## config.mk

```make
export PLATFORM = sky130hd
export DESIGN_NAME = i2c_accel_target
export DESIGN_NICKNAME = d
export VERILOG_FILES = /design/src/rtl/i2c_tgt_pkg.sv /design/src/rtl/i2c_tgt_linesync.sv /design/src/rtl/i2c_tgt_rdframe.sv /design/src/rtl/i2c_tgt_engine.sv /design/src/rtl/i2c_accel_target.sv
export SDC_FILE = /design/constraint.sdc
export NUM_CORES = 1
export LEC_CHECK = 0
export BUFFER_PORTS_ARGS = -buffer_cell sky130_fd_sc_hd__clkbuf_2
export CORE_MARGIN = 10
export CORE_UTILIZATION = 40
export CTS_BUF_LIST = sky130_fd_sc_hd__clkbuf_8
export DETAILED_ROUTE_END_ITERATION = 6
export SLEW_MARGIN = 20
export SYNTH_ARGS = -nofsm -noshare
export SYNTH_HDL_FRONTEND = slang
export SYNTH_HIERARCHICAL = 1
export SYNTH_SLANG_ARGS = --single-unit
```

## constraint.sdc

```tcl
create_clock -name clk -period 2.73 [get_ports clk]
set_input_delay 0.1365 -clock clk [delete_from_list [all_inputs] [get_ports clk]]
set_output_delay 0.1365 -clock clk [all_outputs]
set_load 0.02 [all_outputs]
```

## src/rtl/i2c_tgt_pkg.sv

```systemverilog
// Package: shared types and constants for the I2C accelerometer target.
// Assumes: one control byte, five defined read bytes.
package i2c_tgt_pkg;

    typedef enum logic [1:0] {
        PH_IDLE,
        PH_RX,
        PH_TX,
        PH_HOLD
    } phase_t;

    typedef enum logic [1:0] {
        RX_ADDR,
        RX_REG,
        RX_CTRL,
        RX_DONE
    } rxkind_t;

    localparam int        BYTE_W      = 8;
    localparam int        FIELD_W     = 16;
    localparam int        IDX_W       = 3;
    localparam logic [IDX_W-1:0] LAST_IDX = 3'd5;
    localparam logic [7:0] FILL_BYTE  = 8'hFF;
    localparam int        BIT_PD      = 0;
    localparam int        BIT_BG      = 2;
    localparam int        BIT_TEMP    = 3;

endpackage

```

## src/rtl/i2c_tgt_linesync.sv

```systemverilog
// Module: synchronizes SCL/SDA into clk and derives edge, START and STOP pulses.
// Assumes: STAGES >= 2; bus lines idle high; pulses are one clk wide.
module i2c_tgt_linesync #(
    parameter int STAGES = 2
) (
    input  logic clk,
    input  logic rst_n,
    input  logic scl_i,
    input  logic sda_i,
    output logic sda_lvl,
    output logic scl_rise,
    output logic scl_fall,
    output logic start_det,
    output logic stop_det
);

    logic [STAGES-1:0] scl_ff;
    logic [STAGES-1:0] sda_ff;
    logic              scl_q;
    logic              sda_q;
    logic              scl_s;
    logic              sda_s;

    assign scl_s = scl_ff[STAGES-1];
    assign sda_s = sda_ff[STAGES-1];

    // Synchronizer chains plus one delayed copy for edge detection.
    always_ff @(posedge clk) begin
        if (!rst_n) begin
            scl_ff <= '1;
            sda_ff <= '1;
            scl_q  <= 1'b1;
            sda_q  <= 1'b1;
        end else begin
            scl_ff <= {scl_ff[STAGES-2:0], scl_i};
            sda_ff <= {sda_ff[STAGES-2:0], sda_i};
            scl_q  <= scl_s;
            sda_q  <= sda_s;
        end
    end

    assign sda_lvl   = sda_s;
    assign scl_rise  = scl_s & ~scl_q;
    assign scl_fall  = ~scl_s & scl_q;
    assign start_det = scl_s & scl_q & sda_q & ~sda_s;
    assign stop_det  = scl_s & scl_q & ~sda_q & sda_s;

endmodule

```

## src/rtl/i2c_tgt_rdframe.sv

```systemverilog
// Module: captures samples on read-address match and selects the byte to send.
// Assumes: AXIS_W <= 16; index 0 is the control byte, past the last index returns fill.
module i2c_tgt_rdframe
    import i2c_tgt_pkg::*;
#(
    parameter int AXIS_W = 12
) (
    input  logic              clk,
    input  logic              rst_n,
    input  logic              capture,
    input  logic [7:0]        ctrl,
    input  logic [AXIS_W-1:0] x_sample,
    input  logic [AXIS_W-1:0] y_sample,
    input  logic [AXIS_W-1:0] t_sample,
    input  logic [IDX_W-1:0]  byte_idx,
    output logic [7:0]        tx_byte
);

    localparam int PAD_W = FIELD_W - AXIS_W;

    logic [AXIS_W-1:0]  snap_a;
    logic [AXIS_W-1:0]  snap_y;
    logic [FIELD_W-1:0] field_a;
    logic [FIELD_W-1:0] field_y;

    // Freeze first-channel and Y samples when a read address is accepted.
    always_ff @(posedge clk) begin
        if (!rst_n) begin
            snap_a <= '0;
            snap_y <= '0;
        end else if (capture) begin
            snap_a <= ctrl[BIT_TEMP] ? t_sample : x_sample;
            snap_y <= y_sample;
        end
    end

    assign field_a = {{PAD_W{1'b0}}, snap_a};
    assign field_y = {{PAD_W{1'b0}}, snap_y};

    // Byte select for the read burst.
    always_comb begin
        case (byte_idx)
            3'd0:    tx_byte = ctrl;
            3'd1:    tx_byte = field_a[15:8];
            3'd2:    tx_byte = field_a[7:0];
            3'd3:    tx_byte = field_y[15:8];
            3'd4:    tx_byte = field_y[7:0];
            default: tx_byte = FILL_BYTE;
        endcase
    end

endmodule

```

## src/rtl/i2c_tgt_engine.sv

```systemverilog
// Module: byte-level target engine covering address match, write path, read shifting and ACK.
// Assumes: inputs come from i2c_tgt_linesync; no clock stretching; one control byte.
module i2c_tgt_engine
    import i2c_tgt_pkg::*;
#(
    parameter logic [3:0] ADDR_HI = 4'b0010,
    parameter int         STRAP_W = 3
) (
    input  logic               clk,
    input  logic               rst_n,
    input  logic               sda_lvl,
    input  logic               scl_rise,
    input  logic               scl_fall,
    input  logic               start_det,
    input  logic               stop_det,
    input  logic [STRAP_W-1:0] addr_strap,
    input  logic [7:0]         tx_byte,
    output logic               sda_oe,
    output logic               capture,
    output logic [IDX_W-1:0]   byte_idx,
    output logic [7:0]         ctrl_q
);

    phase_t     phase;
    rxkind_t    kind;
    logic [3:0] cnt;
    logic [7:0] shreg;
    logic [7:0] txsh;
    logic       ack_drv;
    logic       rd_dir;
    logic       mack_n;
    logic       addr_hit;
    logic       byte_end;
    logic       ack_end;

    assign addr_hit = (shreg[7:1] == {ADDR_HI, addr_strap});
    assign byte_end = scl_fall && (cnt == 4'd8);
    assign ack_end  = scl_fall && (cnt == 4'd9);
    assign capture  = (phase == PH_RX) && byte_end && (kind == RX_ADDR)
                      && addr_hit && shreg[0];

    // Main bus sequencer: START/STOP override, then per-phase bit handling.
    always_ff @(posedge clk) begin
        if (!rst_n) begin
            phase    <= PH_IDLE;
            kind     <= RX_ADDR;
            cnt      <= '0;
            shreg    <= '0;
            txsh     <= '1;
            ack_drv  <= 1'b0;
            rd_dir   <= 1'b0;
            mack_n   <= 1'b1;
            byte_idx <= '0;
            ctrl_q   <= '0;
        end else if (start_det) begin
            phase   <= PH_RX;
            kind    <= RX_ADDR;
            cnt     <= '0;
            ack_drv <= 1'b0;
            rd_dir  <= 1'b0;
        end else if (stop_det) begin
            phase   <= PH_IDLE;
            cnt     <= '0;
            ack_drv <= 1'b0;
        end else begin
            case (phase)
                PH_RX: begin
                    if (scl_rise && cnt < 4'd8) begin
                        shreg <= {shreg[6:0], sda_lvl};
                        cnt   <= cnt + 4'd1;
                    end else if (byte_end) begin
                        cnt <= 4'd9;
                        case (kind)
                            RX_ADDR: begin
                                if (addr_hit) begin
                                    ack_drv  <= 1'b1;
                                    rd_dir   <= shreg[0];
                                    byte_idx <= '0;
                                end else begin
                                    phase <= PH_HOLD;
                                end
                            end
                            RX_REG: begin
                                if (shreg == 8'h00) ack_drv <= 1'b1;
                                else                phase   <= PH_HOLD;
                            end
                            RX_CTRL: begin
                                ctrl_q  <= shreg;
                                ack_drv <= 1'b1;
                            end
                            default: phase <= PH_HOLD;
                        endcase
                    end else if (ack_end) begin
                        ack_drv <= 1'b0;
                        cnt     <= '0;
                        if (kind == RX_ADDR && rd_dir) begin
                            phase    <= PH_TX;
                            txsh     <= tx_byte;
                            byte_idx <= byte_idx + 3'd1;
                        end else begin
                            case (kind)
                                RX_ADDR: kind <= RX_REG;
                                RX_REG:  kind <= RX_CTRL;
                                default: kind <= RX_DONE;
                            endcase
                        end
                    end
                end
                PH_TX: begin
                    if (scl_fall && cnt < 4'd8) begin
                        txsh <= {txsh[6:0], 1'b1};
                        cnt  <= cnt + 4'd1;
                    end else if (scl_rise && cnt == 4'd8) begin
                        mack_n <= sda_lvl;
                    end else if (byte_end) begin
                        if (!mack_n) begin
                            txsh <= tx_byte;
                            cnt  <= '0;
                            if (byte_idx != LAST_IDX) byte_idx <= byte_idx + 3'd1;
                        end else begin
                            phase <= PH_HOLD;
                        end
                    end
                end
                default: ;
            endcase
        end
    end

    // Open-drain drive: ACK pulse or a zero data bit during transmit.
    assign sda_oe = ack_drv | ((phase == PH_TX) && (cnt < 4'd8) && !txsh[7]);

endmodule

```

## src/rtl/i2c_accel_target.sv

```systemverilog
// Module: top of the I2C accelerometer target; wires sync, engine and read frame.
// Assumes: SDA open drain (sda_oe=1 pulls low); samples are stable relative to clk.
module i2c_accel_target
    import i2c_tgt_pkg::*;
#(
    parameter int         SYNC_STAGES = 2,
    parameter int         AXIS_W      = 12,
    parameter int         STRAP_W     = 3,
    parameter logic [3:0] ADDR_HI     = 4'b0010
) (
    input  logic              clk,
    input  logic              rst_n,
    input  logic              scl_i,
    input  logic              sda_i,
    output logic              sda_oe,
    input  logic [STRAP_W-1:0] addr_strap,
    input  logic [AXIS_W-1:0] x_sample,
    input  logic [AXIS_W-1:0] y_sample,
    input  logic [AXIS_W-1:0] t_sample,
    output logic              pwr_down,
    output logic              bg_test,
    output logic              temp_en
);

    logic             sda_lvl;
    logic             scl_rise;
    logic             scl_fall;
    logic             start_det;
    logic             stop_det;
    logic             capture;
    logic [IDX_W-1:0] byte_idx;
    logic [7:0]       tx_byte;
    logic [7:0]       ctrl_q;

    i2c_tgt_linesync #(.STAGES(SYNC_STAGES)) u_sync (
        .clk       (clk),
        .rst_n     (rst_n),
        .scl_i     (scl_i),
        .sda_i     (sda_i),
        .sda_lvl   (sda_lvl),
        .scl_rise  (scl_rise),
        .scl_fall  (scl_fall),
        .start_det (start_det),
        .stop_det  (stop_det)
    );

    i2c_tgt_engine #(.ADDR_HI(ADDR_HI), .STRAP_W(STRAP_W)) u_eng (
        .clk        (clk),
        .rst_n      (rst_n),
        .sda_lvl    (sda_lvl),
        .scl_rise   (scl_rise),
        .scl_fall   (scl_fall),
        .start_det  (start_det),
        .stop_det   (stop_det),
        .addr_strap (addr_strap),
        .tx_byte    (tx_byte),
        .sda_oe     (sda_oe),
        .capture    (capture),
        .byte_idx   (byte_idx),
        .ctrl_q     (ctrl_q)
    );

    i2c_tgt_rdframe #(.AXIS_W(AXIS_W)) u_frame (
        .clk      (clk),
        .rst_n    (rst_n),
        .capture  (capture),
        .ctrl     (ctrl_q),
        .x_sample (x_sample),
        .y_sample (y_sample),
        .t_sample (t_sample),
        .byte_idx (byte_idx),
        .tx_byte  (tx_byte)
    );

    assign pwr_down = ctrl_q[BIT_PD];
    assign bg_test  = ctrl_q[BIT_BG];
    assign temp_en  = ctrl_q[BIT_TEMP];

endmodule

```

After elaboration in Yosys (flattened, before gate mapping). Index checks and enable logic that the tools add are counted.

Latch bits: 0. Flip-flop bits (word level): 68. Logic and storage cells: 168. Bits in writable memories: 0. Input bits: 43. ROM bits: 0. Memories: 0.

Eq/ne operators: 46. Muxes and demuxes: 51. Div/mod/pow operators: 0. Add/sub/neg operators: 2. Order comparisons: 1. Reductions and logical operators: 32. Bitwise gates (word level): 19. $mul: 0. Shifts and indexed selects: 0.

Operators with widths (count): $mux 8 (8); $pmux 8 s5 (1); $mux 3 (11); $mux 4 (7); $ne 4x4->1 const B (6); $reduce_and 6->1 (4); $reduce_and 11->1 (2); $mux 2 (10); $pmux 8 s2 (1); $ne 3x3->1 const B (5); $reduce_and 13->1 (1); $logic_and 1x1->1 (12); $mux 12 (1); $ne 2x2->1 const B (6); $ne 3x2->1 const B (4); $ne 6x6->1 const B (2); $not 1->1 (11); $reduce_and 10->1 (1); $reduce_and 5->1 (2); $eq 4x4->1 const B (2); $logic_not 8->1 (1); $ne 2x1->1 const B (4); $ne 4x3->1 const B (2); $pmux 2 s2 (2); other kinds (29) (45).

Longest topological paths before layout.
Word-level depth: 9. Mapped depth: 12. Gate-level depth less buffers: 8.

Cells and area by module. The synthesis kept the hierarchy.

By module, submodules not included: i2c_tgt_engine (seq. area each 760.7 um^2, cells each 232, instances 1, area each 2139.6 um^2); i2c_tgt_rdframe (seq. area each 480.5 um^2, cells each 136, instances 1, area each 1368.8 um^2); i2c_tgt_linesync (seq. area each 120.1 um^2, cells each 16, instances 1, area each 190.2 um^2).

Worst setup path after synthesis. Ideal clock, no wire load.

Kind: register to register. Start point: register u_eng.cnt[0]. End point: register u_frame.snap_a[0]. Required time: 2.614 ns. Data arrival time: 2.110 ns. Path slack: 0.504 ns. Cell stages (with the launch flop): 12. Cell sequence: dfxtp_1 inv_1 ha_1 and4b_1 clkbuf_1 and2_4 and3_1 and2_1 buf_6 buf_6 buf_6 o211a_1.

Word-level cells in the longest chain between the ends: 6.

Ends and longest elaborated chain: start, declared (line i2c_tgt_engine.sv:26) `logic [3:0] cnt;`; start signal, assigned (line i2c_tgt_engine.sv:70) `cnt <= cnt + 4'd1;`; start signal, assigned (line i2c_tgt_engine.sv:112) `cnt <= cnt + 4'd1;`; $eq 4x4->1 (line i2c_tgt_engine.sv:37) `assign byte_end = scl_fall && (cnt == 4'd8);`; $logic_and 1x1->1 (line i2c_tgt_engine.sv:37); $logic_and 1x1->1 (2 in series) (line i2c_tgt_engine.sv:39) `assign capture = (phase == PH_RX) && byte_end && (kind == RX_ADDR)`; $logic_and 1x1->1 (2 in series) (line i2c_tgt_engine.sv:40) `&& addr_hit && shreg[0];`; via capture (line i2c_accel_target.sv:30) `logic capture;`; end signal, assigned (line i2c_tgt_rdframe.sv:32) `snap_a <= ctrl[BIT_TEMP] ? t_sample : x_sample;`; end, declared (line i2c_tgt_rdframe.sv:21) `logic [AXIS_W-1:0] snap_a;`.

The timed path passes the listed nets, and every way through them passes these cells. A chain may end at the register's enable or synchronous reset.

Worst setup path in the final report.
Start point: register u_sync.scl_q. End point: register u_frame.snap_y[10].

Word-level cells in the longest chain between the ends: 6.

Ends and longest elaborated chain: start, declared (line i2c_tgt_linesync.sv:19) `logic scl_q;`; start signal, assigned (line i2c_tgt_linesync.sv:37) `scl_q <= scl_s;`; $and 1x1->1 (line i2c_tgt_linesync.sv:44) `assign scl_fall = ~scl_s & scl_q;`; via scl_fall (line i2c_accel_target.sv:27) `logic scl_fall;`; $logic_and 1x1->1 (line i2c_tgt_engine.sv:37); $logic_and 1x1->1 (2 in series) (line i2c_tgt_engine.sv:39); $logic_and 1x1->1 (2 in series) (line i2c_tgt_engine.sv:40); via capture (line i2c_accel_target.sv:30); end signal, assigned (line i2c_tgt_rdframe.sv:33) `snap_y <= y_sample;`; end, declared (line i2c_tgt_rdframe.sv:22) `logic [AXIS_W-1:0] snap_y;`.

The timed path passes the listed nets, and every way through them passes these cells.

==> flow_summary.toml <==
[finish]
drive_above_1_share = 0.1935
fin_util = 0.4633
num-fill-cells = 899
final_cell_area_um2 = 4220
nets = 480
area_growth_pct = 14.11
antenna_cells = 0
layout_common_cells = "dfxtp_1 (68), mux2i_1 (50), clkbuf_2 (46)"
final_common_cell = "dfxtp_1"

[sta]
fmax_mhz = 445.5
finalCriticalPeriod_ns = 2.245
relSlewSlack = 0.4753
finalMaxSlewViolations = 0
setup_tns_ns = 0
fin_skew_ns = 0.007947
hold_viol = 0
tightest_slew_ns = 0.7859
fin_crit_sh = 0.8222
holdWs_ns = 0.05368
rsz0062_at_grt = "false"
setup_viol = 0

[setup_path]
crit_type = "reg2reg"
worstPathBufferInverterCount = 1
critPathTopFamily = "simple AND/OR/NAND/NOR gates"
worstPathRequired_ns = 2.96
path_cells = "nor2b_1, and4b_1, and2_4, and3_1, and2_1, buf_12, mux2i_1, nor2b_1"
slowest_delay_ns = 0.40
crit_fanout = 36
cp-end-kind = "flip-flop"
slowest_stage = "and4b_1"
startpoint_type = "flip-flop"
worstPathArrival_ns = 2.48
r2r-start = "u_sync/scl_q"
cpMostUsedCell = "nor2b_1"
startpoint = "u_sync/scl_q"

[placement]
placed_area_um2 = 3963
dp_hpwl_um = 5815
gp_congestion = 0.8660
portBuffers = 46

[clock_network]
insertion_delay_ns = 0.34
numCtsBuffers = 9
cts_tree = "built"
clock-sinks = 68
clockRootBuffer = "clkbuf_8"
cts_max_path_buffers = 2
htree_levels = 3
clkSlewWorstSetupHoldPaths_ns = 0.07

[route]
route.detailed.drc = 0
vias_per_cell = 5.331
wl_met3_um = 369
wl_met1_um = 3788
routed_wl_um = 7998
top_layer = "met4"
wire_per_inst_um = 14.81
drt-pass1-iter-count = 4
postRouteAntennaNets = 0
wl_met2_um = 3778
num_vias = 2879
drt_iter0_drc = 175

[pwr]
p_switching_mw = 0.7152
vdd_ir_drop_max_v = 0.0002424
leakage_nw = 1.713
pwr_density_cell_nw_per_um2 = 614.2
p_seq_frac = 0.429
clockPowerShare = 0.381
internal_power_mw = 1.877
total_power_mw = 2.592
combPwrFrac = 0.190
p_sw_frac = 0.2759

[outcome]
status = "finished, final reports clean"

[synthesis]
syn-cell-area_um2 = 3699
synth-seq-cells = 68
synth_nets = 439
ys_top_cells_by_area = "dfxtp_1 (37%), mux2i_1 (14%), nor2b_1 (5.2%), ha_1 (4.1%), o211a_1 (3.2%)"
avgSynthCellArea_um2 = 9.632
synth_top_area_frac = 0.3681
synth.distinct_cells = 60
syn_inst = 384
yosysTopAreaCell = "dfxtp_1"
yosysWarnings = 6
yosysSeqAreaShare = 0.3681
async_flop_share = 0
yosys_most_used_dff = "dfxtp_1"
synth_edf_count = 0

[global_route]
grt_overflow = 0
grt_pass1_vias = 2774
grtUsageTotal = 0.1203
grt_start_max_net_pins = 62
antenna_found_initial = 0
grt_pass1_wl_um = 13190

[die]
die_w_um = 116.2
io-pin-count = 47
core_um2 = 9109
dieArea_um2 = 13490
rows = 35
die_y_um = 116.2
start_util = 0.4060

[run]
maxCapViolations = 0

[min_path]
hold_path.class = "in2reg"
worstHoldStart = "y_sample[5]"
[stage by stage]
step,instances,setup WS (ns)
2_1_floorplan,384,0.5040
3_3_place_gp,523,0.5396
3_5_place_dp,523,0.4893
4_1_cts,540,0.4805
5_1_grt,540,0.2945
6_report,540,0.4853
[what timing repair did]
action                    4_1_cts  5_1_grt
setup buffers                   0        0
hold buffers                    2        0
gates resized for setup         0        0
hold endpoints to repair        2        0
[synthesized netlist by cell type (6+ instances only)]
cell,n
nor2_1,16
a31oi_1,8
clkbuf_1,11
nand2b_1,9
inv_1,14
nor2b_1,31
ha_1,12
dfxtp_1,68
mux2i_1,50
buf_6,6
o22a_1,8
o21ai_0,10
nor3b_1,8
nand2_1,21
o211a_1,12
a21oi_1,12
[kinds of logic (layout without fill, tap and decap cells)]
| logic type | Yosys count | in the layout | share of synthesized area |
|---|---|---|---|
| muxes | 54 | 54 | 0.1516 |
| DFF | 68 | 68 | 0.3681 |
| AOI/OAI and AO/OA | 88 | 88 | 0.1722 |
| buffers and inverters | 38 | 83 | 0.05819 |
| xor gates and xnor gates | 3 | 3 | 0.007105 |
| and+or+nand+nor | 121 | 121 | 0.2023 |
| adders and majority gates | 12 | 12 | 0.04059 |
[power by group through the flow]
stage / sequential, mW / clock (mW) / combinational, mW
final: 1.11 / 0.989 / 0.491
after global routing: 1.12 / 1.05 / 0.557
after CTS: 1.11 / 1.01 / 0.489
after detailed placement: 1.13 / 0 / 0.484
after global placement: 1.13 / 0 / 0.481
after floorplan: 1.11 / 0 / 0.402
[area by class of cell]
| cell class | count | area [µm²] | share of cell area |
|---|---|---|---|
| clock buffer | 9 | 123.9 | 0.02935 |
| clock inverter | 6 | 113.9 | 0.02698 |
| inverter | 14 | 52.55 | 0.01245 |
| multi-input combinational | 278 | 2122 | 0.5028 |
| sequential | 68 | 1361 | 0.3226 |
| tap | 111 | 138.9 | 0.03291 |
| timing repair buffer | 54 | 307.8 | 0.07293 |
[worst paths after layout]
kind	end	slack (ns)	cells after the start
setup / recovery	u_frame/snap_y[10]	0.49	8
hold / removal	u_frame/snap_y[5]	0.05	3
setup reg to reg	u_frame/snap_y[10]	0.49	8
hold reg to reg	u_sync/sda_ff[1]	0.41	1
[layer usage]
metal	global-route usage	vias to the layer above
met4	0.04003	0
met2	0.1873	59
li1	-	1473
met3	0.03184	4
met5	0	-
met1	0.1577	1343
[flip-flops by register name, indices dropped and copies added, names as in the netlist, 2 cells and up]
| register | flops |
|---|---|
| u_frame/snap_a | 12 |
| u_eng/phase | 2 |
| u_eng/txsh | 8 |
| u_eng/cnt | 4 |
| u_eng/ctrl_q | 8 |
| u_eng/kind | 2 |
| u_frame/snap_y | 12 |
| u_sync/scl_ff | 2 |
| u_sync/sda_ff | 2 |
| u_eng/shreg | 8 |
| u_eng/byte_idx | 3 |
[worst reg2reg max path, stage by stage, from the launching register on]
cell and delay (ns):
dfxtp_1 0.35, nor2b_1 0.35, and4b_1 0.40, and2_4 0.20
and3_1 0.16, and2_1 0.17, buf_12 0.21, mux2i_1 0.24
nor2b_1 0.06
Note: power is estimated with default switching activity, not from simulation.
